--- src/rtl/slattr_pkg.sv ---
package slattr_pkg;
  localparam int WAYS      = 12;
  localparam int MODE_W    = 2;
  localparam int PRIO_W    = 3;
  localparam int CAP_W     = 16;
  // first word layout
  localparam int W0_RES_LSB   = 0;
  localparam int W0_BONUS_LSB = 16;
  // second word layout
  localparam int W1_MODE_LSB  = 0;
  localparam int W1_PTGT_BIT  = 2;
  localparam int W1_FIXED_BIT = 3;
  localparam int W1_PRIO_LSB  = 4;
  localparam int W1_CAP_LSB   = 16;
  localparam logic [31:0] W0_KEEP = 32'h0FFF_0FFF;
  localparam logic [31:0] W1_KEEP = 32'hFFFF_007F;

  typedef struct packed {
    logic [CAP_W-1:0]  cap;
    logic [PRIO_W-1:0] prio;
    logic              fixed;
    logic              ptgt;
    logic [MODE_W-1:0] mode;
  } attr_t;

  function automatic attr_t unpack_w1(input logic [31:0] w);
    attr_t a;
    a.cap   = w[W1_CAP_LSB +: CAP_W];
    a.prio  = w[W1_PRIO_LSB +: PRIO_W];
    a.fixed = w[W1_FIXED_BIT];
    a.ptgt  = w[W1_PTGT_BIT];
    a.mode  = w[W1_MODE_LSB +: MODE_W];
    return a;
  endfunction
endpackage

--- src/rtl/slattr_store.sv ---
module slattr_store #(
  parameter int NUM_SLICES = 8,
  parameter int SEL_W      = 3
) (
  input  logic                         clk_i,
  input  logic                         rst_ni,
  input  logic                         wr_en_i,
  input  logic [SEL_W-1:0]             wr_slice_i,
  input  logic                         wr_word_i,
  input  logic [31:0]                  wr_data_i,
  output logic [NUM_SLICES-1:0][31:0]  w0_o,
  output logic [NUM_SLICES-1:0][31:0]  w1_o
);
  import slattr_pkg::*;

  for (genvar g = 0; g < NUM_SLICES; g++) begin : g_slice
    logic hit;
    assign hit = wr_en_i && (wr_slice_i == SEL_W'(g));

    always_ff @(posedge clk_i or negedge rst_ni) begin
      if (!rst_ni) begin
        w0_o[g] <= '0;
        w1_o[g] <= '0;
      end else if (hit) begin
        if (wr_word_i) w1_o[g] <= wr_data_i & W1_KEEP;
        else           w0_o[g] <= wr_data_i & W0_KEEP;
      end
    end
  end
endmodule

--- src/rtl/slattr_masks.sv ---
module slattr_masks #(
  parameter int NUM_SLICES = 8,
  parameter int SEL_W      = 3
) (
  input  logic [NUM_SLICES-1:0][slattr_pkg::WAYS-1:0] res_i,
  input  logic [NUM_SLICES-1:0][slattr_pkg::WAYS-1:0] bonus_i,
  input  logic [NUM_SLICES-1:0]                       ptgt_i,
  input  logic [NUM_SLICES-1:0]                       active_i,
  input  logic [SEL_W-1:0]                            sel_i,
  output logic [slattr_pkg::WAYS-1:0]                 probe_o,
  output logic [slattr_pkg::WAYS-1:0]                 alloc_o
);
  import slattr_pkg::*;

  logic [WAYS-1:0] own_res, own_bonus, foreign_res;
  logic            own_ptgt;

  always_comb begin
    own_res     = '0;
    own_bonus   = '0;
    own_ptgt    = 1'b0;
    foreign_res = '0;
    for (int t = 0; t < NUM_SLICES; t++) begin
      if (sel_i == SEL_W'(t)) begin
        own_res   = res_i[t];
        own_bonus = bonus_i[t];
        own_ptgt  = ptgt_i[t];
      end else if (active_i[t]) begin
        foreign_res = foreign_res | res_i[t];
      end
    end
  end

  assign alloc_o = own_res | (own_bonus & ~foreign_res);
  assign probe_o = own_ptgt ? (own_res | own_bonus) : {WAYS{1'b1}};
endmodule

--- src/rtl/slice_attr_regfile.sv ---
module slice_attr_regfile #(
  parameter int                NUM_SLICES = 8,
  parameter int                ADDR_W     = 20,
  parameter logic [ADDR_W-1:0] BASE_ADDR  = 20'h21000,
  localparam int               SEL_W      = (NUM_SLICES > 1) ? $clog2(NUM_SLICES) : 1,
  localparam int               WAYS       = slattr_pkg::WAYS
) (
  input  logic                          clk_i,
  input  logic                          rst_ni,
  input  logic                          req_valid_i,
  output logic                          req_ready_o,
  input  logic                          req_write_i,
  input  logic [ADDR_W-1:0]             req_addr_i,
  input  logic [31:0]                   req_wdata_i,
  output logic                          rsp_valid_o,
  input  logic                          rsp_ready_i,
  output logic [31:0]                   rsp_rdata_o,
  input  logic [NUM_SLICES-1:0]         active_i,
  input  logic [SEL_W-1:0]              sel_i,
  output logic [WAYS-1:0]               probe_mask_o,
  output logic [WAYS-1:0]               alloc_mask_o,
  output logic [NUM_SLICES*WAYS-1:0]    res_ways_o,
  output logic [NUM_SLICES*WAYS-1:0]    bonus_ways_o,
  output logic [NUM_SLICES*2-1:0]       mode_o,
  output logic [NUM_SLICES-1:0]         probe_tgt_o,
  output logic [NUM_SLICES-1:0]         fixed_size_o,
  output logic [NUM_SLICES*3-1:0]       prio_o,
  output logic [NUM_SLICES*16-1:0]      cap_lines_o
);
  import slattr_pkg::*;

  localparam int SPAN = NUM_SLICES * 8;

  // address decode
  logic [ADDR_W-1:0] off;
  logic              hit, word_sel, accept;
  logic [SEL_W-1:0]  idx;

  assign off      = req_addr_i - BASE_ADDR;
  assign hit      = (req_addr_i >= BASE_ADDR) && (off < ADDR_W'(SPAN)) && (off[1:0] == 2'b00);
  assign word_sel = off[2];
  assign idx      = off[3 +: SEL_W];
  assign accept   = req_valid_i && req_ready_o;

  // storage
  logic [NUM_SLICES-1:0][31:0] w0, w1;

  slattr_store #(.NUM_SLICES(NUM_SLICES), .SEL_W(SEL_W)) u_store (
    .clk_i      (clk_i),
    .rst_ni     (rst_ni),
    .wr_en_i    (accept && req_write_i && hit),
    .wr_slice_i (idx),
    .wr_word_i  (word_sel),
    .wr_data_i  (req_wdata_i),
    .w0_o       (w0),
    .w1_o       (w1)
  );

  // read path with one response slot
  logic [31:0] rd_mux, rsp_q;
  logic        rsp_v_q;

  assign rd_mux      = !hit ? 32'h0 : (word_sel ? w1[idx] : w0[idx]);
  assign req_ready_o = !rsp_v_q || rsp_ready_i;

  always_ff @(posedge clk_i or negedge rst_ni) begin
    if (!rst_ni) begin
      rsp_v_q <= 1'b0;
      rsp_q   <= '0;
    end else if (accept && !req_write_i) begin
      rsp_v_q <= 1'b1;
      rsp_q   <= rd_mux;
    end else if (rsp_ready_i) begin
      rsp_v_q <= 1'b0;
    end
  end

  assign rsp_valid_o = rsp_v_q;
  assign rsp_rdata_o = rsp_q;

  // decode per slice
  logic [NUM_SLICES-1:0][WAYS-1:0] res_a, bonus_a;
  logic [NUM_SLICES-1:0]           ptgt_a;

  for (genvar g = 0; g < NUM_SLICES; g++) begin : g_dec
    attr_t a;
    assign a       = unpack_w1(w1[g]);
    assign res_a[g]   = w0[g][W0_RES_LSB +: WAYS];
    assign bonus_a[g] = w0[g][W0_BONUS_LSB +: WAYS];
    assign ptgt_a[g]  = a.ptgt;
    assign res_ways_o[g*WAYS +: WAYS]     = res_a[g];
    assign bonus_ways_o[g*WAYS +: WAYS]   = bonus_a[g];
    assign mode_o[g*MODE_W +: MODE_W]     = a.mode;
    assign probe_tgt_o[g]                 = a.ptgt;
    assign fixed_size_o[g]                = a.fixed;
    assign prio_o[g*PRIO_W +: PRIO_W]     = a.prio;
    assign cap_lines_o[g*CAP_W +: CAP_W]  = a.cap;
  end

  slattr_masks #(.NUM_SLICES(NUM_SLICES), .SEL_W(SEL_W)) u_masks (
    .res_i    (res_a),
    .bonus_i  (bonus_a),
    .ptgt_i   (ptgt_a),
    .active_i (active_i),
    .sel_i    (sel_i),
    .probe_o  (probe_mask_o),
    .alloc_o  (alloc_mask_o)
  );
endmodule

--- config.mk ---
export PLATFORM = sky130hd
export DESIGN_NAME = slice_attr_regfile
export DESIGN_NICKNAME = d
export VERILOG_FILES = /design/src/rtl/slattr_pkg.sv /design/src/rtl/slattr_store.sv /design/src/rtl/slattr_masks.sv /design/src/rtl/slice_attr_regfile.sv
export SDC_FILE = /design/constraint.sdc
export NUM_CORES = 1
export LEC_CHECK = 0
export BUFFER_PORTS_ARGS = -buffer_cell sky130_fd_sc_hd__buf_2
export CAP_MARGIN = 10
export CORE_MARGIN = 2
export CORE_UTILIZATION = 45
export CTS_CLUSTER_DIAMETER = 100
export DETAILED_ROUTE_END_ITERATION = 6
export MAX_ROUTING_LAYER = met4
export PLACE_DENSITY = 0.77
export SLEW_MARGIN = 0
export SYNTH_ARGS = -nofsm -noshare
export SYNTH_HDL_FRONTEND = slang
export SYNTH_SLANG_ARGS = --single-unit
--- constraint.sdc ---
create_clock -name clk_i -period 3.6 [get_ports clk_i]
set_clock_uncertainty 0.1 [all_clocks]
set_input_delay 0.72 -clock clk_i [delete_from_list [all_inputs] [get_ports clk_i]]
set_output_delay 0.72 -clock clk_i [all_outputs]
set_load 0.01 [all_outputs]
**Word level (Yosys, flattened, before mapping)**

Index checks and enable logic that the tools add are counted.

- Add/subtract/negate cells: 1
- $lt $le $gt $ge: 3
- Equality and inequality tests: 14
- Mux-type cells: 49
- Bitwise logic cells: 12
- Reductions and logical operators: 37

Operator list:

| operator | number |
|---|---|
| $mux 12 | 33 |
| $bmux 32 s3 | 2 |
| $mux 32 | 4 |
| $or 12x12->12 | 9 |
| $reduce_and 2->1 | 16 |
| $eq 3x3->1 const B | 8 |
| $ge 20x18->1 const B | 1 |
| $lt 20x7->1 const B | 1 |
| $sub 20x18->20 const B | 1 |
| $logic_and 1x1->1 | 14 |
| $and 12x12->12 | 1 |
| $eq 3x2->1 const B | 4 |
| $not 12->12 | 1 |
| $mux 1 | 10 |
| $eq 3x1->1 const B | 2 |
| $logic_not 3->1 | 2 |
| $lt 3x4->1 const B | 1 |
| $logic_not 1->1 | 2 |
| $logic_not 2->1 | 1 |
| $reduce_bool 2->1 | 1 |
| $logic_or 1x1->1 | 1 |
| $not 1->1 | 1 |

- Bits in registers: 409
- Output and inout port bits: 434
- Logic and storage cells: 134

**Logic depth before layout (Yosys ltp)**

Gate-level depths: netlist of the first run.

- Depth after elaboration: 26
- Depth in mapped cells: 7

**By module**

From an unflattened synthesis of the first run, not the netlist that was laid out.

- Cell total of the unflattened synthesis: 1650
- Area, all modules: 23070.9 um^2

Modules (own cells, without submodules):

| module | times used | cells an instance | area each (um^2) |
|---|---|---|---|
| slattr_store | 1 | 969 | 15064.4 |
| slice_attr_regfile | 1 | 377 | 5537.8 |
| slattr_masks | 1 | 304 | 2468.6 |

**Worst setup path after synthesis of the first run**

OpenSTA, ideal clock, no wires.

- Kind: input -> output
- From: in sel_i[2]
- To: out alloc_mask_o[7]
- Arrival time: 2.428 ns
- Data required time: 2.780 ns
- Slack: 0.352 ns
- Stages: 6
- Path buffers: 2
- Path through: buf_2 -> or3b_2 -> and2_1 -> buf_2 -> a221o_1 -> o41ai_1

- Cells in the longest elaborated chain, start to end: 26

Ends and longest elaborated chain:

| what | RTL line | text |
|---|---|---|
| from (decl) | slice_attr_regfile.sv:19 | `input logic [SEL_W-1:0] sel_i,` |
| $logic_not 3->1 | slattr_masks.sv:24 | `if (sel_i == SEL_W'(t)) begin` |
| $mux 12 | slattr_masks.sv:24 |  |
| $or 12x12->12 | slattr_masks.sv:29 | `foreign_res = foreign_res \| res_i[t];` |
| $mux 12 | slattr_masks.sv:28 | `end else if (active_i[t]) begin` |
| $mux 12 | slattr_masks.sv:24 |  |
| $or 12x12->12 | slattr_masks.sv:29 |  |
| $mux 12 | slattr_masks.sv:28 |  |
| $mux 12 | slattr_masks.sv:24 |  |
| [10 not listed] | - |  |
| $mux 12 | slattr_masks.sv:28 |  |
| $mux 12 | slattr_masks.sv:24 |  |
| $or 12x12->12 | slattr_masks.sv:29 |  |
| $mux 12 | slattr_masks.sv:28 |  |
| $mux 12 | slattr_masks.sv:24 |  |
| $not 12->12 | slattr_masks.sv:34 | `assign alloc_o = own_res \| (own_bonus & ~foreign_res);` |
| $and 12x12->12 | slattr_masks.sv:34 |  |
| $or 12x12->12 (*) | slattr_masks.sv:34 |  |
| to (decl) | slice_attr_regfile.sv:21 | `output logic [WAYS-1:0] alloc_mask_o,` |

Mark *: on every way between the ends. The rest lies on a longest branch, timed or not.

**Final worst setup path of the first run**

- From: in sel_i[2]
- To: out alloc_mask_o[4]

The elaborated chain is that of the path after synthesis.

==> run summary, run 1 <==
The flow ran to the end, and the final reports show no timing, DRC or antenna violations. The worst hold path terminates at u_store.w1_o[124]. Number of I/O pins: 502. The first global-routing pass estimated 112.0 mm of wire. The global route total overflow was 0; the max capacitance violation total was 0. Counting flops and latches in the post-synthesis netlist gives 405. Category of the critical setup timing path: in -> out. Across every metal layer, demand over resource in global routing totals 33.16%.

Counting the fill cells in the layout gives 3697. Entering global routing, the biggest net connects 113 pins. Summing the areas of all fa, ha and maj instances in the mapped netlist gives 0% of the synthesized area. The share of synthesized area occupied by flip-flops and latches was 49.02%. Counting cells, the worst reg-to-reg path comes to 6. For the flip-flop and latch area, the log shows 10130 µm².

The worst setup path is captured at a primary output. The fraction of the cycle the final worst path needs was 99.18%; the slew at the pin closest to its max-slew limit was 0.7033 ns. The pre-antenna-repair detailed-routing pass consisted of 6 iterations.

The number of buffers created by CTS was 45. The prevailing post-synth register cell is sky130_fd_sc_hd__dfrtp_1. The run gives 0 as the number of nets with antenna violations after detailed routing.

The worst min-delay path category was in -> reg. The clock network burns 48.0% of the power. Summing every instance area after synthesis gives 20680 µm². The library cell used most frequently in the layout, excluding fill and tap cells, is sky130_fd_sc_hd__buf_2. The standby leakage power is 13.64 nW, and the post-DP HPWL is 54.28 mm.

Yosys mapped a number of flops with a built-in enable equal to 0. The synthesized netlist devotes 4.702% of its cell area to simple gates. VDD sags by at most 0.3564 mV. For this run, the number of Yosys warnings is 0. The tools report the placer congestion estimate as 0.9755. The number of setup violations in the final report is 0. The area occupied by multi-input gates is 9936 µm².

The tools report the end of the worst register-to-register path as u_store.w0_o[186]. The total count of max-transition violations in the final report came out at 0. The tools report the number of sinks driven by the clock tree as 405.

The H-tree was split into 2 levels. The count of port buffers added during placement was 493; the maximum clock path buffer count was 3. For the clock latency at the later pin of the worst-skew pair, the log shows 0.59 ns.

The tools report the startpoint of the worst register-to-register path as rsp_valid_o. The fraction of the mapped netlist area in compound gates was 7.104%. For the area of the die, the log shows 47680 µm². For the number of design rule violations left after detail routing, the log shows 0. Leaving out fill and tap cells, the most frequent cells in the layout are sky130_fd_sc_hd__buf_2 (488), sky130_fd_sc_hd__dfrtp_1 (405), sky130_fd_sc_hd__mux2_2 (355), sky130_fd_sc_hd__mux4_2 (112), sky130_fd_sc_hd__buf_4 (96). The power per cell area was 388.9 nW/µm²; the relative max-transition margin was 52.90%. The switching part of the total works out to 23.83%. The via count was 16250.

The final worst hold slack was 0.3781 ns; the vertical die dimension was 218.4 µm. The clock transition time at the flip-flop clock pins of the worst setup and hold paths is 0.06 ns. The clock root buffer was sky130_fd_sc_hd__clkbuf_16.

The largest family of logic cells by synthesized area was multiplexers. After Yosys synthesis, XOR and XNOR cells account for 0% of the synthesized area. The combinational cell fraction of total power is 6.7%, and the area inside the core boundary is 45380 µm².

Of all nets on the critical path, the largest fanout is 9. Setup repair after global routing left no endpoint under its margin. The run gives 7.648 mW as the cell internal power dissipation. The routed length per instance came out at 30.13 µm. For this run, the top clock speed supported by timing is 280.1 MHz. The die outline width was 218.4 µm; the post-route setup TNS was 0 ns. The number of failing hold endpoints at the final stage is 0. The via density per instance was 6.340.

TritonCTS built the clock tree. The initial antenna violation count was 1; the initial core utilization was 45.56%. For the worst setup path, the data required time is 2.78 ns.

For the wire length reported by the detailed router, the log shows 77.23 mm. The number of setup buffers added after CTS is 0. The number of distinct library cell variants in the gate-level netlist after synthesis is 51.

The final period demand of the worst path was 3.570 ns. A synthesized cell averages 14.65 µm². The fraction of layout instances using a drive strength above 1 is 60.04%, and the mux cell area share after synthesis is 35.79%. Relative to the synthesized area, the layout overhead comes to 24.88%. In the synthesized netlist the async set-or-reset flop fraction comes to 100.0%.

The floorplan has 78 rows. The run gives 2.393 mW as the reported net switching power. In this run, the number of DRC markers left after iteration 0 of detailed routing was 1723. The tools report the setup slack on the worst flop-to-flop path as 1.37 ns. Along the worst hold path, the cell count comes to 2. Counting every instance in the synthesized netlist gives 1411. The number of global-route vias before repair was 16660; the portion of total power attributed to sequential cells was 45.4%. STA classifies the critical path startpoint as an input port. The startpoint of the tightest hold check path was req_wdata_i[28]. Arrival time reported for the critical path endpoint: 2.75 ns.

The tools report the number of nets in the layout as 1996.
cells in the mapped netlist, drive strengths merged (2+ instances only):
master / count / area [µm²]
buf: 83 / 501.7
and3: 2 / 12.51
mux2i: 53 / 530.5
a21oi: 2 / 10.01
a22oi: 45 / 337.8
nor3: 17 / 226.5
nand3b: 15 / 112.6
a2bb2oi: 4 / 35.03
a211o: 6 / 52.55
clkbuf: 50 / 187.7
dfrtp: 405 / 10130
nor2b: 12 / 75.07
nand2b: 3 / 18.77
and2: 14 / 87.58
a221oi: 9 / 78.83
a22o: 33 / 289.0
o211ai: 10 / 75.07
a32oi: 2 / 17.52
mux4: 112 / 2522
or3b: 3 / 26.28
a32o: 21 / 210.2
o2bb2ai: 5 / 43.79
mux2: 386 / 4347
nor4: 2 / 27.53
nand3: 34 / 175.2
o31ai: 6 / 45.04
nand4: 5 / 31.28
nand2: 29 / 108.9
nor2: 7 / 26.28
nor4b: 2 / 30.03
o41ai: 11 / 103.9
a221o: 13 / 130.1
area by class of cell:
| class | instances | share of cell area [%] |
|---|---|---|
| antenna | 1 | 0.009692 |
| clock buffer | 65 | 5.243 |
| clock inverter | 16 | 0.7463 |
| inverter | 2 | 0.04361 |
| multi-input combinational | 874 | 38.48 |
| sequential | 405 | 39.25 |
| tap | 600 | 2.908 |
| timing repair buffer | 600 | 13.32 |
flip-flops by register name, summed over array words and instances, names as in the netlist:
| register | count |
|---|---|
| rsp_rdata_o | 28 |
| rsp_valid_o | 1 |
| u_store.w0_o | 192 |
| u_store.w1_o | 184 |
worst max-delay path, cell delays in order:
cell and delay (ns):
sky130_fd_sc_hd__buf_2 0.25, sky130_fd_sc_hd__buf_4 0.20, sky130_fd_sc_hd__nand3_1 0.12, sky130_fd_sc_hd__and2_1 0.31
sky130_fd_sc_hd__a221o_1 0.41, sky130_fd_sc_hd__o41ai_1 0.41, sky130_fd_sc_hd__buf_4 0.19, sky130_fd_sc_hd__buf_2 0.12
layer usage:
layer  share of wire [%]  vias to the layer above  track usage (%)
li1                    -                     6543                -
met1                  40                     8411            42.39
met2                  46                     1048            49.82
met3                 9.5                      248            8.434
met4                 4.9                        0            15.10
met5                   0                        -                -
cell families after synthesis:
logic type,count (synthesis)
and+or+nand+nor,147
buffers and inverters,135
muxes,551
DFF,405
AOI/OAI and AO/OA,172
other,1
timing repair:
item,4_1_cts,5_1_grt
setup endpoints to repair,4,10
endpoints found under the hold margin,26,0
gates resized for setup,2,7
cloned,0,0
hold buffers,1,0
through the flow:
stage	power (mW)	util (%)	cell area, µm²	setup slack, ns	std cells
after floorplan	4.927	-	20690	0.3519	1414
after global placement	5.283	53.41	24240	-0.06744	2480
after detailed placement	5.294	53.41	24240	-0.09279	2480
after CTS	10.11	56.86	25800	0.001394	2562
after global routing	10.35	56.90	25820	0.01387	2563
final	10.04	56.90	25820	0.02963	2563
power groups by stage:
stage,sequential [mW],combinational [mW],clock (mW)
finish,4.55,0.669,4.82
global route,4.55,0.708,5.09
CTS,4.55,0.661,4.90
detailed placement,4.64,0.657,0
global placement,4.64,0.646,0
floorplan,4.64,0.287,0
worst max-delay path by stage:
stage	from	to	slack, ns
after floorplan	sel_i[2]	alloc_mask_o[7]	0.35
after global placement	sel_i[1]	alloc_mask_o[8]	-0.07
after detailed placement	sel_i[1]	alloc_mask_o[4]	-0.09
after CTS	sel_i[1]	alloc_mask_o[8]	0.001
after global routing	sel_i[2]	alloc_mask_o[8]	0.01
final	sel_i[2]	alloc_mask_o[4]	0.03
(Power assumes the default switching activity.)
==> inputs of run 2 (changes only) <==
--- a/config.mk
+++ b/config.mk
@@ -8,11 +8,11 @@
 export BUFFER_PORTS_ARGS = -buffer_cell sky130_fd_sc_hd__buf_2
 export CAP_MARGIN = 10
 export CORE_MARGIN = 2
-export CORE_UTILIZATION = 45
+export CORE_UTILIZATION = 54
 export CTS_CLUSTER_DIAMETER = 100
 export DETAILED_ROUTE_END_ITERATION = 6
 export MAX_ROUTING_LAYER = met4
-export PLACE_DENSITY = 0.77
+export PLACE_DENSITY = 0.89
 export SLEW_MARGIN = 0
 export SYNTH_ARGS = -nofsm -noshare
 export SYNTH_HDL_FRONTEND = slang
==> run summary, run 2 (synthesis results as in run 1) <==
The number of nets in the layout was 1997. The met1 wire length is 27.46 mm, and the vertical die dimension is 199.7 µm. In this run the static leakage power is 13.60 nW. Leaving out filler cells and counting taps, the final layout contains 2475.

Total power for the finished layout comes to 9.649 mW. The largest single stage delay on the critical path is 0.46 ns. Entering global routing, the biggest net connects 107 pins. The clock transition time at the flip-flop clock pins of the worst setup and hold paths came out at 0.06 ns.

Leaving out fill and tap cells, the most frequent cell in the layout is sky130_fd_sc_hd__buf_2. The root buffer cell chosen for the clock tree is sky130_fd_sc_hd__clkbuf_16. The number of failing hold endpoints at the final stage came out at 0.

The routed length on met2 is 35.55 mm. In the layout the commonest cells are sky130_fd_sc_hd__buf_2 (488), sky130_fd_sc_hd__dfrtp_1 (405), sky130_fd_sc_hd__mux2_2 (355), sky130_fd_sc_hd__mux4_2 (112), sky130_fd_sc_hd__buf_4 (98). Initial antenna violation count: 3.

For the peak supply drop, the log shows 0.4257 mV. Global routing used 39.52% of the available tracks across all layers. The total overflow left after global routing is 0. The number of design rule violations left after detail routing is 0.

The startpoint class of the critical path is an input port. The count of nets left with antenna violations once routing finished came out at 0. The flip-flop count of the largest register, all copies and words added was 192; the DRC marker count from the first detailed-route iteration was 1469. The total area inside the core boundary comes to 37670 µm². The clock passes through at most 3 buffers. The smallest clock period supported by the final layout is computed as 3.557 ns.

Walking the worst path, the cells encountered are buf_4, buf_12, o31a_1, a32o_1, a221o_1, o41ai_2, buf_4, buf_2. From left edge to right edge, the die measures 199.7 µm. The capturing element type of the critical path is a primary output. The routed design has 76.10 mm of wire. The run gives 0 ns as the post-route setup TNS. The tools report the placed cell count as 2394. Among the stages of the critical path, the cell type that occurs most often is sky130_fd_sc_hd__buf_4.

Headroom to the max-slew limit came out at 41.18%. The number of buffers created by CTS is 44. The number of setup violations in the final report was 0. Hold repair after CTS inserted 0 buffers.

The area growth from synthesis to layout is 23.99%. The routed layout has 16380 vias. Setup repair after global routing left no endpoint under its margin. The number of buffers and inverters on the critical path was 4. The routed length per instance was 30.75 µm; the placer congestion estimate was 0.9991. Standard cell area after detailed placement: 24160 µm². The count of port buffers added during placement is 493, and the area of the die is 39870 µm².

The flow ran to the end, and the final reports show no timing, DRC or antenna violations. The first global-routing pass estimated 110.7 mm of wire. The post-DP HPWL was 53.58 mm. At the pin with the least slew margin, the transition time is 0.8823 ns. The min-delay analysis places its worst path in the category in -> async. After routing the design area is 25640 µm². The clock tree synthesis step divided the H-tree into 2 levels.

For the worst setup path, the data required time is 2.78 ns. Static timing analysis puts the maximum clock frequency at 281.1 MHz. Fraction of the cycle the final worst path needs: 98.82%. Clock latency at the later pin of the worst-skew pair: 0.58 ns.

The largest delay contributor family on the critical path is compound AO/OA/AOI/OAI gates. Summed over all nets, wire length on met3 after detailed routing comes to 9.121 mm. The setup path with the least slack is of type in -> out. During I/O placement, the number of pins put on the boundary was 502.

For this configuration, the core starts out at a cell density of 54.89%. The via density per instance is 6.617, and the arrival time reported for the critical path endpoint is 2.74 ns. The run gives 16780 as the number of global-route vias before repair. The iteration count of the initial detailed-routing pass is 5. The register bank with the most flops is u_store.w0_o. The floorplan has 71 rows. The logs give 405 for the number of sinks driven by the clock tree and 0 for the max capacitance violation total.

The uppermost layer routed was met4. In this run the power density over the cells is 376.4 nW/µm². The maximum fanout encountered on the critical timing path is 28. The fraction of layout instances using a drive strength above 1 is 59.92%. The tools report the number of buffers added for setup after CTS as 0. The total count of max-transition violations in the final report came out at 0.

The slowest stage of the critical path is the sky130_fd_sc_hd__o41ai_2 cell. TritonCTS built the clock tree.
run 2: path summary, 6_finish.rpt:
kind,start,endpoint,slack (ns),cells after the start
setup / recovery,sel_i[0],alloc_mask_o[3],0.04,8
hold / removal,rst_ni,rsp_valid_o,0.05,1
setup reg to reg,rsp_valid_o,u_store.w0_o[240],1.44,6
hold reg to reg,rsp_rdata_o[7],rsp_rdata_o[7],0.38,2
max in group asynchronous,rst_ni,u_store.w1_o[112],2.31,2
min in group clk_i,rsp_rdata_o[7],rsp_rdata_o[7],0.38,2
run 2: cell type report:
class	instances	area, µm²
Antenna cell	3	7.507
Clock buffer	69	1306
Clock inverter	9	82.58
Fill cell	2672	12030
Inverter	2	7.507
Multi-Input combinational cell	874	9995
Sequential cell	405	10130
Tap cell	511	639.4
Timing Repair Buffer	602	3463
run 2: what timing repair did:
item,in CTS,in global routing
hold endpoints to repair,0,0
cloned,0,0
pin swaps,0,2
endpoints found under the setup margin,3,9
gates resized for setup,6,12
run 2: per-stage QoR:
step / setup WS (ns) / hold WS [ns] / util, %
detailed placement: -0.3500 / 0.3706 / 64.14
floorplan: 0.3519 / 0.3244 / -
global placement: -0.3739 / 0.3548 / 64.14
global route: 0.01002 / 0.1032 / 68.06
CTS: 0.008579 / 0.06716 / 67.94
finish: 0.04255 / 0.05190 / 68.06
run 2: per-layer routing:
layer	track usage (%)	vias to the layer above
met2	59.48	1181
met5	-	-
li1	-	6574
met4	19.64	0
met1	48.53	8377
met3	12.34	246
run 2: report_power, final:
group	leakage [nW]	total, mW	switching [mW]	internal (mW)
registers	5.66	4.55	0.000688	4.55
logic	7.26	0.671	0.460	0.211
clock network	0.676	4.42	1.86	2.56
